--- config.mk ---
export PLATFORM = sky130hd
export DESIGN_NAME = i2c_regport
export DESIGN_NICKNAME = d
export VERILOG_FILES = /design/src/rtl/i2c_regport_pkg.sv /design/src/rtl/i2c_line_sync.sv /design/src/rtl/i2c_txn_timer.sv /design/src/rtl/i2c_regbank.sv /design/src/rtl/i2c_regport.sv
export SDC_FILE = /design/constraint.sdc
export NUM_CORES = 1
export LEC_CHECK = 0
export ABC_AREA = 1
export BUFFER_PORTS_ARGS = -buffer_cell sky130_fd_sc_hd__buf_2
export CELL_PAD_IN_SITES_DETAIL_PLACEMENT = 0
export CELL_PAD_IN_SITES_GLOBAL_PLACEMENT = 1
export CORE_MARGIN = 2
export CORE_UTILIZATION = 51
export CTS_CLUSTER_DIAMETER = 120
export DETAILED_ROUTE_END_ITERATION = 7
export HOLD_SLACK_MARGIN = 0.06
export PLACE_DENSITY = 0.87
export SLEW_MARGIN = 10
export SYNTH_ARGS = -nofsm -noshare
export SYNTH_HDL_FRONTEND = slang
export SYNTH_SLANG_ARGS = --single-unit
export TNS_END_PERCENT = 1
--- constraint.sdc ---
create_clock -name clk -period 4.2 [get_ports clk]
set_clock_uncertainty 0.15 [all_clocks]
set_input_delay 0.63 -clock clk [delete_from_list [all_inputs] [get_ports clk]]
set_output_delay 0.63 -clock clk [all_outputs]
set_load 0.02 [all_outputs]
--- src/rtl/i2c_regport_pkg.sv ---
package i2c_regport_pkg;
   localparam int BYTE_W = 8;

   typedef enum logic [3:0] {
      ST_IDLE,
      ST_ADDR,
      ST_ADDR_ACK,
      ST_PTR,
      ST_PTR_ACK,
      ST_WDATA,
      ST_WDATA_ACK,
      ST_RDATA,
      ST_RACK
   } rp_state_t;
endpackage

--- src/rtl/i2c_line_sync.sv ---
module i2c_line_sync #(
   parameter int STAGES = 2
) (
   input  logic clk,
   input  logic rst_n,
   input  logic scl_i,
   input  logic sda_i,
   output logic scl_q,
   output logic sda_q,
   output logic scl_rise,
   output logic scl_fall,
   output logic start_det,
   output logic stop_det
);
   generate
      if (STAGES < 2) begin : g_bad_stages
         $error("i2c_line_sync: STAGES must be at least 2");
      end
   endgenerate

   logic [STAGES-1:0] scl_ch, sda_ch;
   logic              scl_d, sda_d;

   always_ff @(posedge clk or negedge rst_n) begin
      if (!rst_n) begin
         scl_ch <= '1;
         sda_ch <= '1;
         scl_d  <= 1'b1;
         sda_d  <= 1'b1;
      end else begin
         scl_ch <= {scl_ch[STAGES-2:0], scl_i};
         sda_ch <= {sda_ch[STAGES-2:0], sda_i};
         scl_d  <= scl_ch[STAGES-1];
         sda_d  <= sda_ch[STAGES-1];
      end
   end

   assign scl_q     = scl_ch[STAGES-1];
   assign sda_q     = sda_ch[STAGES-1];
   assign scl_rise  = scl_q & ~scl_d;
   assign scl_fall  = ~scl_q & scl_d;
   assign start_det = scl_q & scl_d & sda_d & ~sda_q;
   assign stop_det  = scl_q & scl_d & ~sda_d & sda_q;
endmodule

--- src/rtl/i2c_txn_timer.sv ---
module i2c_txn_timer #(
   parameter int unsigned LIMIT = 1000
) (
   input  logic clk,
   input  logic rst_n,
   input  logic start_det,
   input  logic stop_det,
   output logic expire
);
   localparam int CW = $clog2(LIMIT);

   generate
      if (LIMIT < 2) begin : g_bad_limit
         $error("i2c_txn_timer: LIMIT must be at least 2");
      end
   endgenerate

   logic          active;
   logic [CW-1:0] cnt;

   always_ff @(posedge clk or negedge rst_n) begin
      if (!rst_n) begin
         active <= 1'b0;
         cnt    <= '0;
         expire <= 1'b0;
      end else begin
         expire <= 1'b0;
         if (stop_det) begin
            active <= 1'b0;
         end else if (active) begin
            if (cnt == CW'(LIMIT - 1)) begin
               active <= 1'b0;
               expire <= 1'b1;
            end else begin
               cnt <= cnt + CW'(1);
            end
         end else if (start_det) begin
            active <= 1'b1;
            cnt    <= '0;
         end
      end
   end

   // a repeated START while running keeps counting
   a_r10_no_restart: assert property (@(posedge clk) disable iff (!rst_n)
      (active && start_det && !stop_det && cnt != CW'(LIMIT - 1))
      |=> (cnt == $past(cnt) + CW'(1)));

   // the counter never passes the limit
   a_r9_bound: assert property (@(posedge clk) disable iff (!rst_n)
      cnt <= CW'(LIMIT - 1));
endmodule

--- src/rtl/i2c_regbank.sv ---
module i2c_regbank #(
   parameter int          COUNT     = 16,
   parameter int          DW        = 8,
   parameter logic [7:0]  RESET_VAL = 8'h00,
   localparam int         AW        = $clog2(COUNT)
) (
   input  logic          clk,
   input  logic          rst_n,
   input  logic          we,
   input  logic [AW-1:0] waddr,
   input  logic [DW-1:0] wdata,
   input  logic [AW-1:0] raddr,
   output logic [DW-1:0] rdata
);
   logic [DW-1:0] regs [COUNT];

   always_ff @(posedge clk or negedge rst_n) begin
      if (!rst_n) begin
         for (int i = 0; i < COUNT; i++) regs[i] <= DW'(RESET_VAL);
      end else if (we) begin
         regs[waddr] <= wdata;
      end
   end

   assign rdata = regs[raddr];
endmodule

--- src/rtl/i2c_regport.sv ---
module i2c_regport
   import i2c_regport_pkg::*;
#(
   parameter int unsigned CLK_HZ      = 50_000_000,
   parameter logic [6:0]  DEV_ADDR    = 7'b0110010,
   parameter int          REG_COUNT   = 16,
   parameter int          SYNC_STAGES = 2,
   parameter logic [7:0]  RESET_VALUE = 8'h00,
   localparam int         AW          = $clog2(REG_COUNT)
) (
   input  logic          clk,
   input  logic          rst_n,
   input  logic          scl_i,
   input  logic          sda_i,
   output logic          sda_oe,
   output logic          wr_en,
   output logic [AW-1:0] wr_addr,
   output logic [7:0]    wr_data
);
   localparam int unsigned LIMIT = (CLK_HZ / 100) * 95;

   generate
      if (REG_COUNT < 2 || (1 << AW) != REG_COUNT) begin : g_bad_count
         $error("i2c_regport: REG_COUNT must be a power of two");
      end
      if (AW > BYTE_W) begin : g_bad_width
         $error("i2c_regport: pointer wider than a byte");
      end
   endgenerate

   logic scl_q, sda_q, scl_rise, scl_fall, start_det, stop_det, tmo;

   i2c_line_sync #(.STAGES(SYNC_STAGES)) i_sync (
      .clk(clk), .rst_n(rst_n), .scl_i(scl_i), .sda_i(sda_i),
      .scl_q(scl_q), .sda_q(sda_q), .scl_rise(scl_rise), .scl_fall(scl_fall),
      .start_det(start_det), .stop_det(stop_det));

   i2c_txn_timer #(.LIMIT(LIMIT)) i_timer (
      .clk(clk), .rst_n(rst_n), .start_det(start_det), .stop_det(stop_det),
      .expire(tmo));

   rp_state_t         state;
   logic [3:0]        cnt;
   logic [7:0]        sh, tx;
   logic [AW-1:0]     ptr;
   logic              rd_mode, host_nack;
   logic [7:0]        rdata;

   i2c_regbank #(.COUNT(REG_COUNT), .DW(BYTE_W), .RESET_VAL(RESET_VALUE)) i_bank (
      .clk(clk), .rst_n(rst_n), .we(wr_en), .waddr(wr_addr), .wdata(wr_data),
      .raddr(ptr), .rdata(rdata));

   always_ff @(posedge clk or negedge rst_n) begin
      if (!rst_n) begin
         state     <= ST_IDLE;
         cnt       <= '0;
         sh        <= '0;
         tx        <= '0;
         ptr       <= '0;
         rd_mode   <= 1'b0;
         host_nack <= 1'b0;
         wr_en     <= 1'b0;
         wr_addr   <= '0;
         wr_data   <= '0;
      end else begin
         wr_en <= 1'b0;
         if (tmo) begin
            state <= ST_IDLE;
         end else if (start_det) begin
            state <= ST_ADDR;
            cnt   <= '0;
         end else if (stop_det) begin
            state <= ST_IDLE;
         end else begin
            case (state)
               ST_ADDR, ST_PTR, ST_WDATA: begin
                  if (scl_rise) begin
                     sh  <= {sh[6:0], sda_q};
                     cnt <= cnt + 4'd1;
                  end else if (scl_fall && cnt == 4'd8) begin
                     cnt <= '0;
                     if (state == ST_ADDR) begin
                        if (sh[7:1] == DEV_ADDR) begin
                           rd_mode <= sh[0];
                           state   <= ST_ADDR_ACK;
                        end else begin
                           state <= ST_IDLE;
                        end
                     end else if (state == ST_PTR) begin
                        ptr   <= sh[AW-1:0];
                        state <= ST_PTR_ACK;
                     end else begin
                        wr_en   <= 1'b1;
                        wr_addr <= ptr;
                        wr_data <= sh;
                        ptr     <= ptr + AW'(1);
                        state   <= ST_WDATA_ACK;
                     end
                  end
               end
               ST_ADDR_ACK: begin
                  if (scl_fall) begin
                     cnt <= '0;
                     if (rd_mode) begin
                        tx    <= rdata;
                        ptr   <= ptr + AW'(1);
                        state <= ST_RDATA;
                     end else begin
                        state <= ST_PTR;
                     end
                  end
               end
               ST_PTR_ACK, ST_WDATA_ACK: begin
                  if (scl_fall) begin
                     cnt   <= '0;
                     state <= ST_WDATA;
                  end
               end
               ST_RDATA: begin
                  if (scl_fall) begin
                     if (cnt == 4'd7) begin
                        cnt   <= '0;
                        state <= ST_RACK;
                     end else begin
                        tx  <= {tx[6:0], 1'b0};
                        cnt <= cnt + 4'd1;
                     end
                  end
               end
               ST_RACK: begin
                  if (scl_rise) begin
                     host_nack <= sda_q;
                  end else if (scl_fall) begin
                     if (host_nack) begin
                        state <= ST_IDLE;
                     end else begin
                        tx    <= rdata;
                        ptr   <= ptr + AW'(1);
                        cnt   <= '0;
                        state <= ST_RDATA;
                     end
                  end
               end
               default: ;
            endcase
         end
      end
   end

   always_comb begin
      case (state)
         ST_ADDR_ACK, ST_PTR_ACK, ST_WDATA_ACK: sda_oe = 1'b1;
         ST_RDATA:                              sda_oe = ~tx[7];
         default:                               sda_oe = 1'b0;
      endcase
   end

   // a STOP leaves SDA released
   a_r2_stop_release: assert property (@(posedge clk) disable iff (!rst_n)
      stop_det |=> !sda_oe);

   // drive changes only while SCL is low, unless a timeout fired
   a_r4_change_scl_low: assert property (@(posedge clk) disable iff (!rst_n)
      !$stable(sda_oe) |-> (!scl_q || $past(tmo)));

   // a foreign address is not acknowledged
   a_r3_foreign_no_ack: assert property (@(posedge clk) disable iff (!rst_n)
      (state == ST_ADDR && !start_det && !stop_det && !tmo && scl_fall &&
       cnt == 4'd8 && sh[7:1] != DEV_ADDR) |=> !sda_oe);

   // the write strobe lasts exactly one cycle
   a_r5_strobe_pulse: assert property (@(posedge clk) disable iff (!rst_n)
      wr_en |=> !wr_en);

   // a host NACK releases SDA
   a_r8_nack_release: assert property (@(posedge clk) disable iff (!rst_n)
      (state == ST_RACK && scl_fall && host_nack) |=> !sda_oe);

   // timeout returns to idle with SDA released
   a_r9_timeout_idle: assert property (@(posedge clk) disable iff (!rst_n)
      tmo |=> (state == ST_IDLE && !sda_oe));
endmodule

==> impl_metrics.toml <==
[critical_path]
critical-path-max-stage-delay_ps = 420
worstPathArrival_ps = 2090
crit_path_end_kind = "output port"
worst_path_max_delay_cell = "dfrtp_1"
required_ps = 3420
setup.worst_path.start_class = "flop"
path_class = "reg2out"
crit_family = "simple AND/OR/NAND/NOR gates"
cp_max_fo = 18
cp.buffers_inverters = 2
crit_chain = "inv_1, nor2_1, nand2_1, o21ai_0, buf_2"

[final_layout]
fillers = 1849
final_cell_mix = "nand2_1 (347), o21ai_0 (206), dfrtp_1 (197)"
nets = 1302
mostFrequentLayoutCell = "nand2_1"
n_antenna_cell = 0
drive_above_1_share_pct = 8.85
stdcell_area_sq_mm = 0.0112
fin_cells = 1576
area_growth_pct = 10.2

[power_and_ir_drop]
p_int_mw = 3.96
p_comb_share_pct = 28.6
switching_share_pct = 36.1
clock_power_share_pct = 33.8
pwr-share-seq_pct = 37.6
power_switching_mw = 2.23
power_leakage_nw = 5.15
power_density_mw_per_mm2 = 552
ir_drop_mv = 0.385

[sta]
setup_viol = 0
slew_headroom_pct = 32.5
fmax_ghz = 0.348
worst_slack_ps = 1330
finalMaxSlewViolations = 0
totalNegativeSetupSlack_ps = 0
rsz0062_at_grt = "false"
period_minus_slack_ps = 2870
finalCritPeriodShare_pct = 68.4
holdWs_ps = 109
worst_pin_slew_ps = 1010
hold_viol = 0

[yosys]
syn-cell-area_sq_mm = 0.0102
synth.avg_cell_area_sq_um = 7.80
yosys.cell_types.count = 40
async_reset_ff_share_pct = 100
synth-edff-count = 0
yosysSeqAreaShare_pct = 50.5
syn-num-nets = 1312
synth.top_cells.by_area = "dfrtp_1 (49%), nand2_1 (13%), o21ai_0 (10%), nor2_1 (7.0%), nand3_1 (3.8%)"
yosys_warnings = 0
yosysTopAreaCell = "dfrtp_1"
ys_ff_latch = 205
synthFlopType = "dfrtp_1"
synthCells = 1304
yosys.area.top_type_share_pct = 48.9

[grt]
grt_max_degree = 125
grt_pass1_wl_mm = 42.8
grt.total_usage_pct = 24.6
grt_pass1_vias = 8128
antenna_found_initial = 0
grt_overflow = 0

[place]
gp_congestion = 0.862
placed_area_sq_mm = 0.0104
pre_cts_ws_ps = 1430
dpl.hpwl_mm = 16.4
port_buffers = 17
placedCellCount = 1532

[detailed_routing]
wl_mm = 25.3
post_drt_via_cell_ratio = 5.37
ant_nets = 0
drt_first_pass_iters = 5
drc = 0
detail_route.iter0.violations = 517
wl_per_cell_microns = 16.1
vias = 8460

[floorplan]
rows = 51
start_util_pct = 52.1
io_pins = 18
dieArea_sq_mm = 0.0211
die_h_microns = 145
core_area_sq_mm = 0.0195
die_w_microns = 145

[clock_network]
cts_htree_levels = 1
cts_resized = 0
clk_pin_slew_worst_paths_ps = 60
root_buffer = "clkbuf_16"
cts_tree = "yes"
numClockSinks = 205
cts_made_buffers = 23
clock_latency_ps = 520
cts_max_path_buffers = 3

[job]
cap_violations = 0

[hold_path]
hold_path.class = "in2async"

[outcome]
status = "finished clean"
## through the flow
stage / util, % / total power [mW]
after global routing: 57.4 / 6.59
final: 57.4 / 6.19
after CTS: 57.4 / 6.23
after global placement: 53.3 / 4.12
after floorplan: - / 3.62
after detailed placement: 53.3 / 4.12
## routing by layer
metal	routed length [microns]	up-vias	global-route usage, %
li1	-	4242	-
met1	11800	4011	35.4
met5	0	-	0
met3	1100	35	3.21
met4	425	0	4.56
met2	12000	172	40.6
## cell families (layout without fill, tap and decap cells)
group,count (synthesis),after routing,synth area share (%)
and+or+nand+nor,662,662,26.9
AOI/OAI and AO/OA,278,278,15.0
DFF,205,205,50.5
buffers and inverters,138,145,5.59
xor gates and xnor gates,16,16,1.38
adders and majority gates,4,4,0.492
muxes,1,1,0.111
## synth_stat cells (4+ instances only)
master and count:
a21oi_1 7, buf_2 13, buf_6 4, clkbuf_1 44
dfrtp_1 199, dfstp_2 6, ha_1 4, inv_1 70
nand2_1 347, nand2_2 12, nand3_1 78, nand4_1 14
nor2_1 189, nor3_1 6, nor3_2 4, o211ai_1 32
o21ai_0 206, o21ai_1 16, o21ai_2 13, xor2_1 13
## layout make-up
class                           count  area, sq um  area share (%)
Clock buffer                       36          704            6.28
Clock inverter                      6         90.1           0.803
Inverter                           74          279            2.49
Multi-Input combinational cell    961         4470            39.9
Tap cell                          265          332            2.96
Timing Repair Buffer               29          201            1.80
Sequential cell                   205         5140            45.8
## flip-flops by register name, indices dropped and copies added (netlist names), 4 cells and up
register / cells
ptr: 4
wr_data: 8
cnt: 4
i_timer.cnt: 26
i_bank.regs: 128
wr_addr: 4
tx: 8
state: 4
sh: 8
## power by group through the flow
stage | Sequential, mW | Combinational, mW | Clock (mW)
3_5_place_dp | 2.36 | 1.76 | 0
2_1_floorplan | 2.27 | 1.35 | 0
4_1_cts | 2.33 | 1.77 | 2.13
6_report | 2.33 | 1.77 | 2.09
5_1_grt | 2.35 | 2.03 | 2.21
3_3_place_gp | 2.36 | 1.76 | 0
## worst reg2reg max path, cell delays in order, from the launching register on
cell	delay [ps]
dfrtp_1	710
inv_1	340
nor2_1	160
nand4_1	100
nor2_1	100
nand2_1	80
nand2_2	550
inv_2	230
nand2_1	120
nand2_1	60
## path summary, 6_finish.rpt
check	endpoint	slack [ps]	start	cells past startpoint
max reg2reg	i_timer.cnt[7]$_DFFE_PN0P_	1480	i_timer.active$_DFF_PN0_	9
max	sda_oe	1330	state[2]$_DFFE_PN0P_	5
max in group asynchronous	i_sync.scl_d$_DFF_PN1_	2860	rst_n	2
min reg2reg	i_sync.scl_ch[1]$_DFF_PN1_	210	i_sync.scl_ch[0]$_DFF_PN1_	0
min	i_bank.regs[29]$_DFFE_PN0P_	110	rst_n	1
min in group clk	i_sync.scl_ch[1]$_DFF_PN1_	210	i_sync.scl_ch[0]$_DFF_PN1_	0
## timing repair
item                      in CTS  in global routing
hold buffers                   2                  0
buffers inserted               0                  0
hold endpoints to repair       2                  0
(Power assumes the default switching activity.)
